`src/rtl/regbank_pkg.sv`:
```
package regbank_pkg;

  localparam int DATA_W      = 32;
  localparam int ARCH_N      = 16;
  localparam int IDX_W       = $clog2(ARCH_N);
  localparam int MODE_W      = 3;
  localparam int SHARED_N    = 8;
  localparam int FIQ_FIRST   = 8;
  localparam int FIQ_N       = 5;
  localparam int SP_IDX      = 13;
  localparam int LR_IDX      = 14;
  localparam int PRIV_MODES  = 5;
  localparam int PRIV_REGS   = 2;
  localparam int FIQ_BASE    = ARCH_N;
  localparam int PRIV_BASE   = FIQ_BASE + FIQ_N;
  localparam int NUM_PHYS    = PRIV_BASE + PRIV_MODES * PRIV_REGS;
  localparam int PHYS_W      = $clog2(NUM_PHYS);

  typedef enum logic [MODE_W-1:0] {
    OPM_USER  = 3'd0,
    OPM_FAST  = 3'd1,
    OPM_IRQ   = 3'd2,
    OPM_SUPV  = 3'd3,
    OPM_ABORT = 3'd4,
    OPM_UNDEF = 3'd5
  } op_mode_e;

  // Unused codes fold onto user mode.
  function automatic op_mode_e norm_mode(input logic [MODE_W-1:0] code);
    op_mode_e m;
    case (code)
      3'd1:    m = OPM_FAST;
      3'd2:    m = OPM_IRQ;
      3'd3:    m = OPM_SUPV;
      3'd4:    m = OPM_ABORT;
      3'd5:    m = OPM_UNDEF;
      default: m = OPM_USER;
    endcase
    return m;
  endfunction

  function automatic logic in_fiq_range(input logic [IDX_W-1:0] idx);
    int unsigned i;
    i = 32'(idx);
    return (i >= FIQ_FIRST) && (i < FIQ_FIRST + FIQ_N);
  endfunction

  function automatic logic is_priv_reg(input logic [IDX_W-1:0] idx);
    int unsigned i;
    i = 32'(idx);
    return (i == SP_IDX) || (i == LR_IDX);
  endfunction

  // Architectural index plus mode -> physical slot.
  function automatic logic [PHYS_W-1:0] map_phys(input logic [IDX_W-1:0] idx,
                                                 input op_mode_e m);
    int unsigned i;
    int unsigned slot;
    i = 32'(idx);
    slot = i;
    if (m == OPM_FAST && in_fiq_range(idx))
      slot = FIQ_BASE + (i - FIQ_FIRST);
    else if (m != OPM_USER && is_priv_reg(idx))
      slot = PRIV_BASE + (32'(m) - 1) * PRIV_REGS + (i - SP_IDX);
    return PHYS_W'(slot);
  endfunction

endpackage

```
`src/rtl/rb_index_map.sv`:
```
module rb_index_map
  import regbank_pkg::*;
(
  input  logic                clk,
  input  logic                rst_n,
  input  logic [IDX_W-1:0]    idx,
  input  op_mode_e            mode,
  output logic [PHYS_W-1:0]   phys,
  output logic                banked
);

  always_comb begin
    phys   = map_phys(idx, mode);
    banked = (32'(phys) >= ARCH_N);
  end


  shared_low_chk: assert property (@(posedge clk) disable iff (!rst_n)
    (32'(idx) < SHARED_N) |-> (32'(phys) == 32'(idx)));


  pc_unbanked_chk: assert property (@(posedge clk) disable iff (!rst_n)
    (32'(idx) == ARCH_N - 1) |-> !banked);


  fast_bank_only_chk: assert property (@(posedge clk) disable iff (!rst_n)
    (32'(phys) >= FIQ_BASE && 32'(phys) < PRIV_BASE) |-> (mode == OPM_FAST));


  phys_range_chk: assert property (@(posedge clk) disable iff (!rst_n)
    32'(phys) < NUM_PHYS);

endmodule

```
`src/rtl/rb_storage.sv`:
```
module rb_storage
  import regbank_pkg::*;
#(
  parameter int N_RD = 2
) (
  input  logic                          clk,
  input  logic                          rst_n,
  input  logic                          wr_en,
  input  logic [PHYS_W-1:0]             wr_phys,
  input  logic [DATA_W-1:0]             wr_data,
  input  logic [N_RD-1:0][PHYS_W-1:0]   rd_phys,
  output logic [N_RD-1:0][DATA_W-1:0]   rd_raw
);

  logic [NUM_PHYS-1:0][DATA_W-1:0] cells;
  logic [NUM_PHYS-1:0]             wr_sel;

  for (genvar e = 0; e < NUM_PHYS; e++) begin : g_cell
    assign wr_sel[e] = wr_en && (32'(wr_phys) == e);
    always_ff @(posedge clk or negedge rst_n) begin
      if (!rst_n)         cells[e] <= '0;
      else if (wr_sel[e]) cells[e] <= wr_data;
    end
  end

  for (genvar p = 0; p < N_RD; p++) begin : g_rd
    always_comb begin
      rd_raw[p] = '0;
      if (32'(rd_phys[p]) < NUM_PHYS) rd_raw[p] = cells[rd_phys[p]];
    end
  end


  single_write_chk: assert property (@(posedge clk) disable iff (!rst_n)
    $onehot0(wr_sel));


  idle_no_select_chk: assert property (@(posedge clk) disable iff (!rst_n)
    !wr_en |-> (wr_sel == '0));

endmodule

```
`src/rtl/rb_read_port.sv`:
```
module rb_read_port
  import regbank_pkg::*;
(
  input  logic [PHYS_W-1:0] rd_phys,
  input  logic [DATA_W-1:0] raw_data,
  input  logic              wr_en,
  input  logic [PHYS_W-1:0] wr_phys,
  input  logic [DATA_W-1:0] wr_data,
  output logic              hit,
  output logic [DATA_W-1:0] rd_data
);

  always_comb begin
    hit     = wr_en && (rd_phys == wr_phys);
    rd_data = hit ? wr_data : raw_data;
  end

endmodule

```
`src/rtl/banked_regfile.sv`:
```
module banked_regfile
  import regbank_pkg::*;
(
  input  logic              clk,
  input  logic              rst_n,
  input  logic [2:0]        mode,
  input  logic              wr_en,
  input  logic [3:0]        wr_idx,
  input  logic [31:0]       wr_data,
  input  logic [3:0]        rd_a_idx,
  output logic [31:0]       rd_a_data,
  input  logic [3:0]        rd_b_idx,
  output logic [31:0]       rd_b_data
);

  localparam int N_RD = 2;

  op_mode_e                       cur_mode;
  logic [PHYS_W-1:0]              wr_phys;
  logic                           wr_banked;
  logic [N_RD-1:0][IDX_W-1:0]     rd_idx;
  logic [N_RD-1:0][PHYS_W-1:0]    rd_phys;
  logic [N_RD-1:0]                rd_banked;
  logic [N_RD-1:0][DATA_W-1:0]    rd_raw;
  logic [N_RD-1:0][DATA_W-1:0]    rd_out;
  logic [N_RD-1:0]                rd_hit;

  assign cur_mode  = norm_mode(mode);
  assign rd_idx[0] = rd_a_idx;
  assign rd_idx[1] = rd_b_idx;

  rb_index_map u_wr_map (
    .clk    (clk),
    .rst_n  (rst_n),
    .idx    (wr_idx),
    .mode   (cur_mode),
    .phys   (wr_phys),
    .banked (wr_banked)
  );

  rb_storage #(.N_RD(N_RD)) u_store (
    .clk     (clk),
    .rst_n   (rst_n),
    .wr_en   (wr_en),
    .wr_phys (wr_phys),
    .wr_data (wr_data),
    .rd_phys (rd_phys),
    .rd_raw  (rd_raw)
  );

  for (genvar p = 0; p < N_RD; p++) begin : g_port
    rb_index_map u_map (
      .clk    (clk),
      .rst_n  (rst_n),
      .idx    (rd_idx[p]),
      .mode   (cur_mode),
      .phys   (rd_phys[p]),
      .banked (rd_banked[p])
    );
    rb_read_port u_port (
      .rd_phys  (rd_phys[p]),
      .raw_data (rd_raw[p]),
      .wr_en    (wr_en),
      .wr_phys  (wr_phys),
      .wr_data  (wr_data),
      .hit      (rd_hit[p]),
      .rd_data  (rd_out[p])
    );
  end

  assign rd_a_data = rd_out[0];
  assign rd_b_data = rd_out[1];


  bypass_a_chk: assert property (@(posedge clk) disable iff (!rst_n)
    (wr_en && rd_a_idx == wr_idx) |-> (rd_a_data == wr_data));


  bypass_b_chk: assert property (@(posedge clk) disable iff (!rst_n)
    (wr_en && rd_b_idx == wr_idx) |-> (rd_b_data == wr_data));


  alias_user_chk: assert property (@(posedge clk) disable iff (!rst_n)
    (mode[2:1] == 2'b11) |-> (!rd_banked[0] && !rd_banked[1] && !wr_banked));


  write_persists_chk: assert property (@(posedge clk) disable iff (!rst_n)
    ($past(wr_en) && !wr_en && rd_phys[0] == $past(wr_phys))
      |-> (rd_a_data == $past(wr_data)));


  idle_stable_chk: assert property (@(posedge clk) disable iff (!rst_n)
    (!wr_en && !$past(wr_en) && $stable(rd_phys[1])) |-> $stable(rd_b_data));

endmodule

```
`config.mk`:
```
export PLATFORM = sky130hd
export DESIGN_NAME = banked_regfile
export DESIGN_NICKNAME = d
export VERILOG_FILES = /design/src/rtl/regbank_pkg.sv /design/src/rtl/rb_index_map.sv /design/src/rtl/rb_storage.sv /design/src/rtl/rb_read_port.sv /design/src/rtl/banked_regfile.sv
export SDC_FILE = /design/constraint.sdc
export NUM_CORES = 2
export LEC_CHECK = 0
export BUFFER_PORTS_ARGS = -buffer_cell sky130_fd_sc_hd__buf_2
export CAP_MARGIN = 20
export CORE_MARGIN = 5
export CORE_UTILIZATION = 48
export DETAILED_ROUTE_END_ITERATION = 8
export GPL_ROUTABILITY_DRIVEN = 0
export SETUP_SLACK_MARGIN = 0.1
export SYNTH_ARGS = -nofsm -noshare
export SYNTH_HDL_FRONTEND = slang
export SYNTH_SLANG_ARGS = --single-unit
export TNS_END_PERCENT = 50
```
`constraint.sdc`:
```
create_clock -name clk -period 12.9 [get_ports clk]
set_input_delay 1.29 -clock clk [delete_from_list [all_inputs] [get_ports clk]]
set_output_delay 1.29 -clock clk [all_outputs]
set_load 0.005 [all_outputs]
```
* After elaboration in Yosys (flattened, before gate mapping)
Index checks and enable logic that the tools add are counted.
** Operators by class
- Multiplexer cells :: 15
- Add/subtract/negate cells :: 14
- Magnitude comparators :: 10
- Equality and inequality tests :: 44
- Reductions and logical operators :: 47
** Operators by type and width (number)
- 32-bit binary-select mux with 5-bit select :: 2
- 32-bit two-way mux :: 6
- 5-bit equality test, second input constant :: 15
- 1-bit logical AND :: 42
- 5-bit by 4-bit equality test with 1-bit output, second input constant :: 8
- 5-bit two-way mux :: 6
- 4-bit by 4-bit subtractor with 5-bit output, second input constant :: 6
- 4-bit equality test, second input constant :: 6
- 5-bit adder, first input constant :: 4
- 5-bit by 3-bit equality test with 1-bit output, second input constant :: 4
- 5-bit adder :: 3
- 3-bit case mux with 5 select lines :: 1
- 4-bit >= comparator, second input constant :: 3
- 4-bit less-than comparator, second input constant :: 3
- 5-bit by 6-bit less-than comparator with 1-bit output, second input constant :: 2
- 5-bit by 2-bit equality test with 1-bit output, second input constant :: 2
- 5-bit equality test :: 2
- 5-bit less-than comparator, second input constant :: 2
- 3-bit by 1-bit equality test with 1-bit output, second input constant :: 2
- 3-bit by 2-bit equality test with 1-bit output, second input constant :: 2
- 3-bit equality test, second input constant :: 2
- 5-bit by 1-bit equality test with 1-bit output, second input constant :: 1
- 5-bit zero test :: 1
- 3-bit by 1-bit subtractor with 4-bit output, second input constant :: 1
- 2 further kinds :: 4
** Word-level totals
- Output and inout port bits :: 64
- Input bits :: 50
- Bits in registers :: 992
- Word-level logic and storage cells :: 161

* Depth between registers and ports, before layout
- Depth in word-level cells :: 11
- Gate-level depth with buffers :: 20
- Mapped depth without buffers :: 17

* Hierarchy
A second synthesis with hierarchy kept.
** Unflattened totals
- Cell total of the unflattened synthesis :: 3994
- Area total of the unflattened synthesis :: 55893.6 um^2
** By module, submodules not included
- rb_storage :: cells an instance 3818, area an instance 53938.0 um^2, times used 1, sequential area each 24823.8 um^2
- rb_read_port :: cells an instance 43, area an instance 596.8 um^2, times used 2, sequential area each 0.0 um^2
- rb_index_map :: cells an instance 29, area an instance 246.5 um^2, times used 3, sequential area each 0.0 um^2
- banked_regfile :: cells an instance 3, area an instance 22.5 um^2, times used 1, sequential area each 0.0 um^2

* Least setup slack after synthesis
No wires, ideal clock.
- Path type :: input -> output
- From :: in mode[1]
- To :: out rd_a_data[10]
- Data required time :: 11610 ps
- Arrival time :: 5278 ps
- Setup slack :: 6332 ps
- Stages on the path :: 20
- Buffers on the path :: 3
- Cell sequence :: inv_1 > ha_1 > a21oi_1 > o21ai_0 > inv_1 > ha_1 > ha_1 > ha_1 > inv_1 > fa_1 > xnor2_1 > nor3b_1 > mux2_2 > nor2_1 > buf_2 > xnor2_1 > and2_1 > clkbuf_1 > clkbuf_1 > a32o_1
** On the way
- Cells in the longest elaborated chain, start to end :: 11
- Elaborated cells between the ends (all ways) :: 27
- Those cells by class :: add/sub (4); order compare (1); eq/ne (7); mux (9); reduce/logical (6)
** Ends and longest elaborated chain
- start, declared :: line banked_regfile.sv:6 : input logic [2:0] mode,
- 3-bit equality test (tied with other cells) :: line regbank_pkg.sv:31 : case (code)
- 3-bit case mux with 5 select lines (*) :: line regbank_pkg.sv:31
- 3-bit by 1-bit subtractor with 4-bit output :: line regbank_pkg.sv:64 : slot = PRIV_BASE + (32'(m) - 1) * PRIV_REGS + (i - SP_IDX);
- 5-bit adder (2 in series) :: line regbank_pkg.sv:64
- 5-bit two-way mux :: line regbank_pkg.sv:63 : else if (m != OPM_USER && is_priv_reg(idx))
- 5-bit two-way mux :: line regbank_pkg.sv:61 : if (m == OPM_FAST && in_fiq_range(idx))
- 32-bit binary-select mux with 5-bit select :: line rb_storage.sv:29 : if (32'(rd_phys[p]) < NUM_PHYS) rd_raw[p] = cells[rd_phys[p]];
- 32-bit two-way mux (not written as such) :: line rb_storage.sv:29
- 32-bit two-way mux :: line rb_storage.sv:29
- 32-bit two-way mux (*) :: line rb_read_port.sv:15 : rd_data = hit ? wr_data : raw_data;
- end, declared :: line banked_regfile.sv:11 : output logic [31:0] rd_a_data,
Mark *: on every way between the ends. The rest lies on a longest branch, timed or not. The select of a mux whose other input is x is not followed.

* Worst setup path after layout
- From :: in mode[1]
- To :: out rd_a_data[28]
Same word-level chain as after synthesis.

==> impl_metrics.prom <==
# TYPE chip_impl_metric gauge
chip_impl_metric{name="cts.sink_count",unit=""} 992
chip_impl_metric{name="post-cts-setup-buffer-count",unit=""} 0
chip_impl_metric{name="syn_inst",unit=""} 4834
chip_impl_info{name="setup_repair_after_global_routing_missed_its_margin",value="false"} 1
chip_impl_metric{name="layout-drive-gt1-share",unit="%"} 35.15
chip_impl_metric{name="clk-insertion-delay-late",unit="ns"} 0.74
chip_impl_metric{name="drt_pass1_iterations",unit=""} 8
chip_impl_metric{name="ant_nets",unit=""} 0
chip_impl_metric{name="h_tree_depth",unit=""} 3
chip_impl_metric{name="number_of_port_buffers",unit=""} 113
chip_impl_info{name="status",value="finished clean"} 1
chip_impl_metric{name="cap_viol_max_count",unit=""} 0
chip_impl_metric{name="total_track_usage",unit="%"} 35.57
chip_impl_metric{name="drt-vias-per-instance",unit=""} 7.091
chip_impl_metric{name="grt_pass1_vias",unit=""} 43690
chip_impl_metric{name="die_w",unit="um"} 348.9
chip_impl_info{name="yosysTopAreaCell",value="sky130_fd_sc_hd__dfrtp_1"} 1
chip_impl_metric{name="netlist.area_leader.share",unit="%"} 45.04
chip_impl_metric{name="initialDrtViolationCount",unit=""} 6300
chip_impl_metric{name="detail_route.wl_per_cell",unit="um"} 35.25
chip_impl_metric{name="drt-total-wl",unit="mm"} 221.5
chip_impl_info{name="post_synth_most_frequent_cells",value="992 x sky130_fd_sc_hd__dfrtp_1, 986 x sky130_fd_sc_hd__mux2_2, 727 x sky130_fd_sc_hd__nand2_1"} 1
chip_impl_metric{name="synthesis.nets",unit=""} 4904
chip_impl_metric{name="synth.distinct_cells",unit=""} 73
chip_impl_metric{name="area_growth",unit="%"} 10.67
chip_impl_metric{name="die_area",unit="mm2"} 0.1217
chip_impl_metric{name="placeableCoreArea",unit="mm2"} 0.1142
chip_impl_metric{name="vdd_ir_drop_max",unit="mV"} 0.1333
chip_impl_info{name="clock-root-buffer",value="sky130_fd_sc_hd__clkbuf_16"} 1
chip_impl_metric{name="tns",unit="ns"} 0
chip_impl_metric{name="number_of_antenna_violations_at_the_first_check_in_global_routing",unit=""} 9
chip_impl_metric{name="synth-warning-count",unit=""} 0
chip_impl_metric{name="globalRouteOverflowTotal",unit=""} 0
chip_impl_metric{name="start_util",unit="%"} 48.27
chip_impl_metric{name="syn_area",unit="mm2"} 0.05512
chip_impl_metric{name="arrival_time_at_the_worst_endpoint",unit="ns"} 7.36
chip_impl_info{name="setup.worst_path.start_class",value="primary input"} 1
chip_impl_metric{name="cts_made_buffers",unit=""} 110
chip_impl_metric{name="top_level_ports",unit=""} 114
chip_impl_info{name="synth_ff_type",value="sky130_fd_sc_hd__dfrtp_1"} 1
chip_impl_metric{name="cts-root-to-sink-buffers",unit=""} 3
chip_impl_metric{name="largest_register_ffs",unit=""} 992
chip_impl_metric{name="post_cts_hold_buffer_count",unit=""} 0
chip_impl_metric{name="synth_edf_count",unit=""} 0
chip_impl_metric{name="worst_slew_margin_rel",unit="%"} 22.17
chip_impl_metric{name="synth_seq_cells",unit=""} 992
chip_impl_info{name="largestRegisters",value="u_store.cells (992)"} 1
chip_impl_metric{name="required_worst_endpoint",unit="ns"} 11.61
chip_impl_metric{name="layout.filler_cells",unit=""} 9950
chip_impl_info{name="largest-register",value="u_store.cells"} 1
chip_impl_metric{name="wire_length_of_the_first_global_routing_pass",unit="mm"} 317.7
chip_impl_metric{name="synth_async_sr_flop_share",unit="%"} 100.0
chip_impl_info{name="ys_top_cells_by_area",value="sky130_fd_sc_hd__dfrtp_1 45%, sky130_fd_sc_hd__mux2_2 20%, sky130_fd_sc_hd__mux4_2 8.0%"} 1
chip_impl_metric{name="cts.reportedPaths.clkPinSlew",unit="ns"} 0.06
chip_impl_metric{name="max_clock_freq",unit="MHz"} 115.6
chip_impl_metric{name="post_cts.resized_instances",unit=""} 0
chip_impl_metric{name="placementRows",unit=""} 124
chip_impl_metric{name="p_total",unit="mW"} 10.47
chip_impl_info{name="synth_most_common_cell",value="sky130_fd_sc_hd__dfrtp_1"} 1
chip_impl_metric{name="total_leakage_power",unit="nW"} 26.36
chip_impl_metric{name="final_hold_viol_count",unit=""} 0
chip_impl_metric{name="timing.final.crit_share",unit="%"} 67.08
chip_impl_metric{name="floorplan_die_height",unit="um"} 348.9
chip_impl_metric{name="final_min_period",unit="ns"} 8.654
chip_impl_metric{name="grt_max_degree",unit=""} 175
chip_impl_metric{name="worst-path-max-fanout",unit=""} 32
chip_impl_metric{name="worst-slew-pin-transition",unit="ns"} 1.167
chip_impl_metric{name="fin_worst_skew",unit="ns"} 0
chip_impl_metric{name="synth-seq-area-share",unit="%"} 45.04
chip_impl_metric{name="vias",unit=""} 44560
chip_impl_metric{name="power_per_cell_area",unit="mW/mm2"} 171.6
chip_impl_metric{name="nNetsFinal",unit=""} 4749
chip_impl_metric{name="timing.final.max_slew_violations",unit=""} 0
chip_impl_metric{name="count_of_final_setup_violators",unit=""} 0
chip_impl_metric{name="drt_drc_violations_left",unit=""} 0
chip_impl_info{name="timing_worst_setup_path_type",value="primary input to output port"} 1
chip_impl_info{name="worstSetupEndpointType",value="output port"} 1
chip_impl_metric{name="avgSynthCellArea",unit="um2"} 11.40
chip_impl_info{name="tightest_hold_check_type",value="register to register"} 1
chip_impl_metric{name="detailedPlacementHpwl",unit="mm"} 121.2
chip_impl_info{name="tritoncts",value="built"} 1
==> report_power, final <==
part           internal (mW)  switching (mW)  leakage (nW)  total, mW
Combinational           1.29            1.33          11.5       2.62
Clock                   2.02            1.39          1.92       3.41
Sequential              3.86           0.581          12.9       4.44
Total                   7.17            3.30          26.4       10.5
==> worst paths after layout <==
kind / from / end / slack [ns] / cells after the start
max in group asynchronous: rst_n / u_store.cells[353] / 9.85 / 3
worst max register to register: u_store.cells[959] / u_store.cells[959] / 12.06 / 1
min in group asynchronous: rst_n / u_store.cells[185] / 0.67 / 1
worst min-delay path: u_store.cells[735] / u_store.cells[735] / 0.51 / 1
worst min register to register: u_store.cells[735] / u_store.cells[735] / 0.51 / 1
worst max-delay path: mode[1] / rd_a_data[28] / 4.25 / 22
==> cell type report <==
class                   count  area (um2)  share of cell area (%)
diodes                      4       10.01                 0.01641
clock buffers             159        3249                   5.327
clock inverters            42       621.8                   1.019
inverters                  24       90.09                  0.1477
multi-input cells        3316       28650                   46.96
flip-flops and latches    992       24820                   40.70
well taps                1512        1892                   3.102
repair buffers            235        1664                   2.728
==> logic make-up after synthesis <==
group	synth area share, %
AOI/OAI and AO/OA	10.20
xor gates and xnor gates	0.2520
adders and majority gates	0.4949
buffers and inverters	3.832
DFF	45.04
muxes	30.99
and+or+nand+nor	9.187
==> layout by cell type (no fill, tap or decap), types with 21 or more instances in the layout <==
cell type	instances
sky130_fd_sc_hd__a221o_1	32
sky130_fd_sc_hd__a32o_1	58
sky130_fd_sc_hd__mux2i_1	144
sky130_fd_sc_hd__clkinv_2	23
sky130_fd_sc_hd__a32oi_1	69
sky130_fd_sc_hd__o21ai_0	105
sky130_fd_sc_hd__and3_1	50
sky130_fd_sc_hd__a31oi_1	117
sky130_fd_sc_hd__a22oi_1	23
sky130_fd_sc_hd__a311oi_1	34
sky130_fd_sc_hd__buf_4	110
sky130_fd_sc_hd__dfrtp_1	992
sky130_fd_sc_hd__clkbuf_8	27
sky130_fd_sc_hd__o221ai_1	39
sky130_fd_sc_hd__inv_1	23
sky130_fd_sc_hd__mux4_2	195
sky130_fd_sc_hd__a21oi_1	144
sky130_fd_sc_hd__mux2_2	986
sky130_fd_sc_hd__nand2_1	715
sky130_fd_sc_hd__buf_2	110
sky130_fd_sc_hd__clkbuf_16	112
sky130_fd_sc_hd__o22ai_1	23
sky130_fd_sc_hd__nor2_1	21
sky130_fd_sc_hd__nand3_1	253
sky130_fd_sc_hd__a211oi_1	47
==> layer usage <==
layer	global-route usage, %	up-vias	wire length, um
met1	46.60	22910	83790
met4	19.49	6	14710
met3	9.670	790	25700
met2	53.96	3148	97280
met5	0	-	34
li1	-	17710	-
==> worst max-delay path, stage by stage <==
cell and delay [ns]:
sky130_fd_sc_hd__buf_2 0.13, sky130_fd_sc_hd__inv_1 0.08, sky130_fd_sc_hd__ha_1 0.33, sky130_fd_sc_hd__a21oi_1 0.07, sky130_fd_sc_hd__o21ai_0 0.56, sky130_fd_sc_hd__inv_1 0.10, sky130_fd_sc_hd__ha_1 0.30, sky130_fd_sc_hd__ha_1 0.34
sky130_fd_sc_hd__ha_1 0.30, sky130_fd_sc_hd__inv_1 0.04, sky130_fd_sc_hd__fa_1 0.37, sky130_fd_sc_hd__xor2_1 0.19, sky130_fd_sc_hd__nand3b_1 0.15, sky130_fd_sc_hd__mux2i_2 0.08, sky130_fd_sc_hd__buf_4 0.23, sky130_fd_sc_hd__nor2_4 0.65
sky130_fd_sc_hd__buf_4 0.46, sky130_fd_sc_hd__xnor2_1 0.23, sky130_fd_sc_hd__and2_2 0.20, sky130_fd_sc_hd__buf_4 0.55, sky130_fd_sc_hd__a32o_1 0.47, sky130_fd_sc_hd__buf_2 0.19
==> per-stage QoR <==
step	area (um2)	utilization, %	hold slack [ns]	instances	worst slack [ns]
after floorplan	55120	-	0.4720	4834	6.332
after global placement	57050	49.96	0.4880	6076	4.465
after detailed placement	57090	49.99	0.4943	6078	4.385
after CTS	60960	53.38	0.5077	6279	4.388
after global routing	60990	53.41	0.5344	6281	4.108
final	61000	53.42	0.5058	6284	4.246
Note: power is estimated with default switching activity, not from simulation.
